**src/rtl/fid_pkg.sv**
```systemverilog
package fid_pkg;

  localparam int unsigned CFG_W      = 3;
  localparam int unsigned BIT_ILACE  = 0;
  localparam int unsigned BIT_POL    = 1;
  localparam int unsigned BIT_PASS   = 2;

  typedef enum logic [1:0] {
    FM_PROG = 2'd0,
    FM_GEN  = 2'd1,
    FM_PASS = 2'd2
  } fmode_t;

  typedef struct packed {
    fmode_t mode;
    logic   pol;
  } fcfg_t;

endpackage

```
**src/rtl/fid_cfg_decode.sv**
```systemverilog
module fid_cfg_decode
  import fid_pkg::*;
(
  input  logic [CFG_W-1:0] cfg_word,
  output fcfg_t            cfg_dec
);

  always_comb begin
    cfg_dec.pol = cfg_word[BIT_POL];
    if (!cfg_word[BIT_ILACE])
      cfg_dec.mode = FM_PROG;
    else if (cfg_word[BIT_PASS])
      cfg_dec.mode = FM_PASS;
    else
      cfg_dec.mode = FM_GEN;
  end

endmodule

```
**src/rtl/fid_cfg_hold.sv**
```systemverilog
module fid_cfg_hold
  import fid_pkg::*;
(
  input  logic  clk,
  input  logic  rst_n,
  input  logic  sof,
  input  fcfg_t cfg_dec,
  output fcfg_t cfg_q
);

  always_ff @(posedge clk) begin
    if (!rst_n) begin
      cfg_q.mode <= FM_PROG;
      cfg_q.pol  <= 1'b0;
    end else if (sof) begin
      cfg_q <= cfg_dec;
    end
  end

  // The held mode only moves on a frame boundary
  assert_mode_held_R6: assert property (@(posedge clk) disable iff (!rst_n)
    !sof |=> $stable(cfg_q));

endmodule

```
**src/rtl/fid_field_seq.sv**
```systemverilog
module fid_field_seq
  import fid_pkg::*;
(
  input  logic   clk,
  input  logic   rst_n,
  input  logic   sof,
  input  fmode_t mode_nx,
  input  logic   fid_in,
  output logic   field_q
);

  logic run_q;

  always_ff @(posedge clk) begin
    if (!rst_n) begin
      field_q <= 1'b0;
      run_q   <= 1'b0;
    end else if (sof) begin
      unique case (mode_nx)
        FM_GEN: begin
          field_q <= run_q ? ~field_q : 1'b0;
          run_q   <= 1'b1;
        end
        FM_PASS: begin
          field_q <= fid_in;
          run_q   <= 1'b0;
        end
        default: begin
          field_q <= 1'b0;
          run_q   <= 1'b0;
        end
      endcase
    end
  end

  assert_alternate_R4: assert property (@(posedge clk) disable iff (!rst_n)
    (sof && mode_nx == FM_GEN && run_q) |=> (field_q != $past(field_q)));

  assert_first_gen_R4: assert property (@(posedge clk) disable iff (!rst_n)
    (sof && mode_nx == FM_GEN && !run_q) |=> !field_q);

  assert_copy_in_R5: assert property (@(posedge clk) disable iff (!rst_n)
    (sof && mode_nx == FM_PASS) |=> (field_q == $past(fid_in)));

endmodule

```
**src/rtl/fid_gen.sv**
```systemverilog
module fid_gen
  import fid_pkg::*;
(
  input  logic             clk,
  input  logic             rst_n,
  input  logic             sof,
  input  logic [CFG_W-1:0] cfg_word,
  input  logic             fid_in,
  output logic             fid_out
);

  fcfg_t cfg_dec;
  fcfg_t cfg_q;
  logic  field_q;

  fid_cfg_decode u_dec (
    .cfg_word (cfg_word),
    .cfg_dec  (cfg_dec)
  );

  fid_cfg_hold u_hold (
    .clk     (clk),
    .rst_n   (rst_n),
    .sof     (sof),
    .cfg_dec (cfg_dec),
    .cfg_q   (cfg_q)
  );

  fid_field_seq u_seq (
    .clk     (clk),
    .rst_n   (rst_n),
    .sof     (sof),
    .mode_nx (cfg_dec.mode),
    .fid_in  (fid_in),
    .field_q (field_q)
  );

  assign fid_out = field_q ^ cfg_q.pol;

  assert_out_steady_R6: assert property (@(posedge clk) disable iff (!rst_n)
    !sof |=> $stable(fid_out));

  assert_prog_field0_R2: assert property (@(posedge clk) disable iff (!rst_n)
    (cfg_q.mode == FM_PROG) |-> !field_q);

  assert_pol_level_R3: assert property (@(posedge clk) disable iff (!rst_n)
    (cfg_q.mode == FM_PROG) |-> (fid_out == cfg_q.pol));

  always_ff @(posedge clk) begin
    if (!rst_n) begin
      assert_reset_low_R1: assert (fid_out == 1'b0 || $isunknown(fid_out))
        else $error("fid_out high during reset");
    end
  end

endmodule

```
**config.mk**
```make
export PLATFORM = sky130hd
export DESIGN_NAME = fid_gen
export DESIGN_NICKNAME = d
export VERILOG_FILES = /design/src/rtl/fid_pkg.sv /design/src/rtl/fid_cfg_decode.sv /design/src/rtl/fid_cfg_hold.sv /design/src/rtl/fid_field_seq.sv /design/src/rtl/fid_gen.sv
export SDC_FILE = /design/constraint.sdc
export NUM_CORES = 1
export LEC_CHECK = 0
export ABC_AREA = 0
export CAP_MARGIN = 15
export CORE_AREA = 5 5 42 44
export CTS_CLUSTER_SIZE = 40
export DETAILED_ROUTE_END_ITERATION = 8
export DIE_AREA = 0 0 47 49
export GPL_TIMING_DRIVEN = 0
export SETUP_SLACK_MARGIN = 0.1
export SLEW_MARGIN = 0
export SYNTH_ARGS = -nofsm -noshare
export SYNTH_HDL_FRONTEND = slang
export SYNTH_SLANG_ARGS = --single-unit
```
**constraint.sdc**
```tcl
create_clock -name clk -period 1 [get_ports clk]
set_input_delay 0.15 -clock clk [delete_from_list [all_inputs] [get_ports clk]]
set_output_delay 0.15 -clock clk [all_outputs]
set_load 0.005 [all_outputs]
```
==> results.cfg, run 1 <==
[outcome]
status = finished, final reports clean

[routing]
vias = 134
wire_per_inst_um = 7.76
vias_per_cell = 3.27
drtPass1Iterations = 1
wl_um = 318
first_iter_violations = 0
antenna_left = 0
drc = 0

[die]
core_mm2 = 0.00140
die_y_um = 49
rows = 14
die_w_um = 47
initial_utilization_pct = 9.73
num_io_pins = 8
die_area_mm2 = 0.00230

[pwr]
power_leakage_uw = 0.000105
power_density_mw_per_mm2 = 1540
ir_worst_vdd_mv = 0.384
total_power_uw = 385

[cts]
clk_path_buf_depth = 2
clk_latency_ns = 0.23
postCtsSetupRepairBufs = 0
cts_max_level = 1
numClockSinks = 3
clockRootBuffer = clkbuf_4
cts_tree = done
numCtsBuffers = 3
clk_pin_slew_worst_paths_ns = 0.04

[min_path]
hold_depth = 3
holdCritPathClass = primary input to register
hold_end = u_seq.run_q$_SDFFE_PN0P_
min_from = cfg_word[2]

[timing]
grt_setup_unrepaired = yes
fin_crit_ns = 0.977
worst_pin_slew_ns = 0.209
finClkSkew_ns = 0.0000120
whs_ns = 0.366
post-route-period-util_pct = 97.7
final-setup-viol-count = 0
relSlewSlack_pct = 85.9
fmax_mhz = 1020
slew_viol_final = 0
final.setup.tns_ns = 0
final-hold-violation-count = 0

[worst_setup_path]
cp-end-kind = register
startpoint_type = register
worstPathArrival_ns = 1.10
r2r_slack_ns = 0.02
rr_worst_depth = 2
r2r-start = u_seq.field_q$_SDFFE_PN0P_
critical_path.max_fanout = 3
r2r_end = u_seq.field_q$_SDFFE_PN0P_
critPathRequiredTime_ns = 1.13
crit_start = u_seq.field_q$_SDFFE_PN0P_
crit_type = register to register

[cells_and_area]
nets = 33
layout_commonest_cell = clkdlybuf4s50_1
drive_above_1_share_pct = 28.0
antenna_cells = 0
final_cell_mix = 5 x clkdlybuf4s50_1, 3 x clkbuf_4, 3 x dfxtp_2, 2 x mux2i_1
area_growth_pct = 83.5
final_area_um2 = 250
finalCoreUtilization_pct = 17.9
fillers = 182

[grt]
gr-usage-all-layers_pct = 3.59
gr-total-overflow = 0
grt_start_max_net_pins = 6
grt_first_pass_wirelength_um = 483
antenna_found_initial = 0
first_global_vias = 150

[synth]
syn_area_per_cell_um2 = 9.74
synth-seq-cells = 3
synth.cell_area_um2 = 136
synth_area_leaders = dfxtp_1 44%, mux2i_1 15%, a311oi_1 6.4%, or3b_1 6.4%, xor2_1 6.4%
ys_types = 11
syn-num-nets = 21
yosysTopAreaCell = dfxtp_1
syn_inst = 14
ys_seq_area_share_pct = 44.0
ys_warn_count = 0
yosys.area.top_type_share_pct = 44.0

[placement]
place_area_um2 = 226
gp_congestion = 0.657
port_buffers = 7

[flow_run]
max-cap-violations = 0
## worst max-delay path, cell delays in order, from the launching register on
cell	delay [ns]
dfxtp_2	0.32
or3b_1	0.34
a311oi_1	0.22
## area by class of cell
class                           instances  area [µm²]  area share (%)
Inverter                                1        3.75            1.50
Multi-Input combinational cell         10        72.6            29.0
Clock buffer                            4        26.3            10.5
Tap cell                               16        20.0            8.00
Timing Repair Buffer                    7        63.8            25.5
Sequential cell                         3        63.8            25.5
## cell usage after synthesis (all sizes together)
master and n:
nand3b 1, xor2 1, mux2i 2, nand2b 1, a311oi 1, inv 1, or3b 1, a21oi 1
dfxtp 3, nand2 1, nor2 1
## registers in the layout, summed over array words and instances (netlist names)
| signal | flops |
|---|---|
| u_hold.cfg_q | 1 |
| u_seq.run_q | 1 |
| u_seq.field_q | 1 |
## how the worst max path moves through the flow
stage / slack [ns] / to / cells past startpoint
2_1_floorplan: 0.09 / u_seq.field_q$_SDFFE_PN0P_ / 2
3_5_place_dp: -0.29 / u_seq.field_q$_SDFFE_PN0P_ / 3
3_3_place_gp: -0.29 / u_seq.field_q$_SDFFE_PN0P_ / 3
6_report: 0.02 / u_seq.field_q$_SDFFE_PN0P_ / 2
4_1_cts: -0.03 / u_seq.field_q$_SDFFE_PN0P_ / 2
5_1_grt: -0.05 / fid_out / 2
## logic make-up after synthesis
kind of cell	count (synthesis)	synth area share, %
AND/OR/NAND/NOR	5	22.0
flip-flops	3	44.0
buffers and inverters	1	2.75
AO/OA/AOI/OAI	2	10.1
XOR/XNOR	1	6.42
multiplexers	2	14.7
## power breakdown
part           switching [µW]  leakage, µW  internal (µW)
clock network            57.9    0.0000150            149
logic                    15.4    0.0000644           31.6
registers                3.53    0.0000258            127
## per-layer routing
layer  up-vias  part of all wire [%]  track usage, %
met1        59                    35            2.19
li1         72                     -               -
met4         0                     0            4.15
met2         3                    55            4.52
met5         -                     0               0
met3         0                   9.7            4.43
## stage by stage
step | instances | setup WS [ns]
2_1_floorplan | 14 | 0.0895
3_3_place_gp | 37 | -0.293
3_5_place_dp | 37 | -0.293
4_1_cts | 41 | -0.0349
5_1_grt | 41 | -0.0461
6_report | 41 | 0.0231
## repair_timing
item / 4_1_cts / 5_1_grt
gates cloned: 0 / 0
resized for setup: 6 / 2
endpoints found under the setup margin: 2 / 2
pin swaps: 1 / 2
hold buffers: 0 / 0
Note: power is estimated with default switching activity, not from simulation.
==> run 2, diff against run 1 <==
Settings changed: CTS_CLUSTER_DIAMETER set to 60, GPL_ROUTABILITY_DRIVEN set to 0, MAX_ROUTING_LAYER set to met4.
==> results of run 2 <==
Same layout as run 1: the final DEF is identical, and so are final timing and power.
Main changes from that run: overall routing resource usage 3.59% -> 3.68%
==> run 3, diff against run 2 <==
Clock period 1 ns to 1.22 ns, I/O delays scaled along.
==> run 3 against run 2 <==
Against the previous run: sequential power shrank 18%; non-clock buffer count stayed put; wire length rose by 13%; maximum frequency is 10% lower.
==> results.cfg, run 3 (synthesized netlist as in run 1, its figures left out) <==
[routing]
antenna_left = 0
drtPass1Iterations = 1
wl_um = 360
drc = 0
wire_per_inst_um = 8.78
first_iter_violations = 0
vias = 137
vias_per_cell = 3.34

[cts]
postCtsSetupRepairBufs = 0
clk_pin_slew_worst_paths_ns = 0.04
clk_latency_ns = 0.23
cts_tree = done
clockRootBuffer = clkbuf_4
cts_max_level = 1
clk_path_buf_depth = 2
postCtsHoldBufs = 0
numCtsBuffers = 3
numClockSinks = 3

[worst_setup_path]
crit_path_top_delay_cell = or3b_1
rr_worst_depth = 2
r2r_slack_ns = 0.13
critical_path.max_fanout = 3
critPathRequiredTime_ns = 1.35
startpoint_type = register
worstPathArrival_ns = 1.21
crit_type = register to register
r2r_end = u_seq.field_q$_SDFFE_PN0P_
slowest_delay_ns = 0.39
r2r-start = u_seq.field_q$_SDFFE_PN0P_
cp-end-kind = register
path_cells = or3b_1, a311oi_2

[timing]
grt_setup_unrepaired = no
relSlewSlack_pct = 84.7
final-setup-viol-count = 0
worst_pin_slew_ns = 0.229
post-route-period-util_pct = 89.0
final-hold-violation-count = 0
fmax_mhz = 921
finClkSkew_ns = 0.00168
fin_crit_ns = 1.09
final.setup.tns_ns = 0
fin_ws_ns = 0.135
slew_viol_final = 0

[cells_and_area]
final_cell_mix = 5 x clkdlybuf4s50_1, 3 x clkbuf_4, 2 x mux2i_1, 2 x dfxtp_1
area_growth_pct = 89.0
antenna_cells = 0
layout_commonest_cell = clkdlybuf4s50_1
top_regs = u_hold.cfg_q (1), u_seq.field_q (1), u_seq.run_q (1)
finalCoreUtilization_pct = 18.4
drive_above_1_share_pct = 24.0
nets = 33

[grt]
grt_first_pass_wirelength_um = 476
gr-usage-all-layers_pct = 3.54
first_global_vias = 118
grt_start_max_net_pins = 6
antenna_found_initial = 0
gr-total-overflow = 0

[die]
num_io_pins = 8
rows = 14
core_mm2 = 0.00140
die_y_um = 49
die_area_mm2 = 0.00230
die_w_um = 47
initial_utilization_pct = 9.73

[pwr]
power_leakage_uw = 0.000113
ir_worst_vdd_mv = 0.297
power_density_mw_per_mm2 = 1240

[min_path]
holdCritPathClass = primary input to register
hold_depth = 3
min_from = cfg_word[2]
hold_end = u_seq.run_q$_SDFFE_PN0P_

[placement]
pre_cts_slack_ns = -0.130
port_buffers = 7

[outcome]
status = finished, final reports clean

[flow_run]
max-cap-violations = 0
run 3: metal layers:
layer	global-route usage (%)	routed length, µm	vias up
met3	3.69	71	0
met2	2.94	157	6
met5	-	0	-
met1	3.73	131	59
met4	4.15	0	0
li1	-	-	72
run 3: through the flow:
step           instance area [µm²]  hold WS, ns  total power [µW]  std cells
6_report                       258        0.309               319         41
5_1_grt                        258        0.319               343         41
4_1_cts                        249        0.464               333         41
3_5_place_dp                   226        0.459               151         37
3_3_place_gp                   226        0.456               152         37
2_1_floorplan                  136        0.292               121         14
run 3: what timing repair did:
| action | CTS | global route |
|---|---|---|
| gates cloned | 0 | 0 |
| pin swaps | 0 | 1 |
| gates resized for setup | 5 | 2 |
| endpoints found under the setup margin | 1 | 1 |
run 3: how the worst max path moves through the flow:
stage | startpoint | to | slack, ns | depth (start not counted)
after floorplan | u_seq.field_q$_SDFFE_PN0P_ | u_seq.field_q$_SDFFE_PN0P_ | 0.25 | 2
final | u_seq.field_q$_SDFFE_PN0P_ | u_seq.field_q$_SDFFE_PN0P_ | 0.13 | 2
after CTS | cfg_word[2] | u_seq.field_q$_SDFFE_PN0P_ | 0.11 | 3
after detailed placement | cfg_word[2] | u_seq.field_q$_SDFFE_PN0P_ | -0.13 | 3
after global routing | u_seq.field_q$_SDFFE_PN0P_ | u_seq.field_q$_SDFFE_PN0P_ | 0.06 | 2
after global placement | cfg_word[2] | u_seq.field_q$_SDFFE_PN0P_ | -0.13 | 3
run 3: cell type report:
| type | instances | area, µm² |
|---|---|---|
| Fill cell | 167 | 1140 |
| Multi-Input combinational cell | 10 | 78.8 |
| Timing Repair Buffer | 7 | 67.6 |
| Sequential cell | 3 | 61.3 |
| Clock buffer | 4 | 26.3 |
| Tap cell | 16 | 20.0 |
| Inverter | 1 | 3.75 |
run 3: critical path: cells and delay by family, from the launching register on:
family	cells	cell delay, ns
compound gates	1	0.28
simple gates	1	0.39
flops	1	0.32
run 3: report_power, final:
group          internal, µW  switching, µW  leakage, µW
Clock                   122           48.1    0.0000150
Combinational          27.4           14.9    0.0000728
Sequential              104           2.74    0.0000250
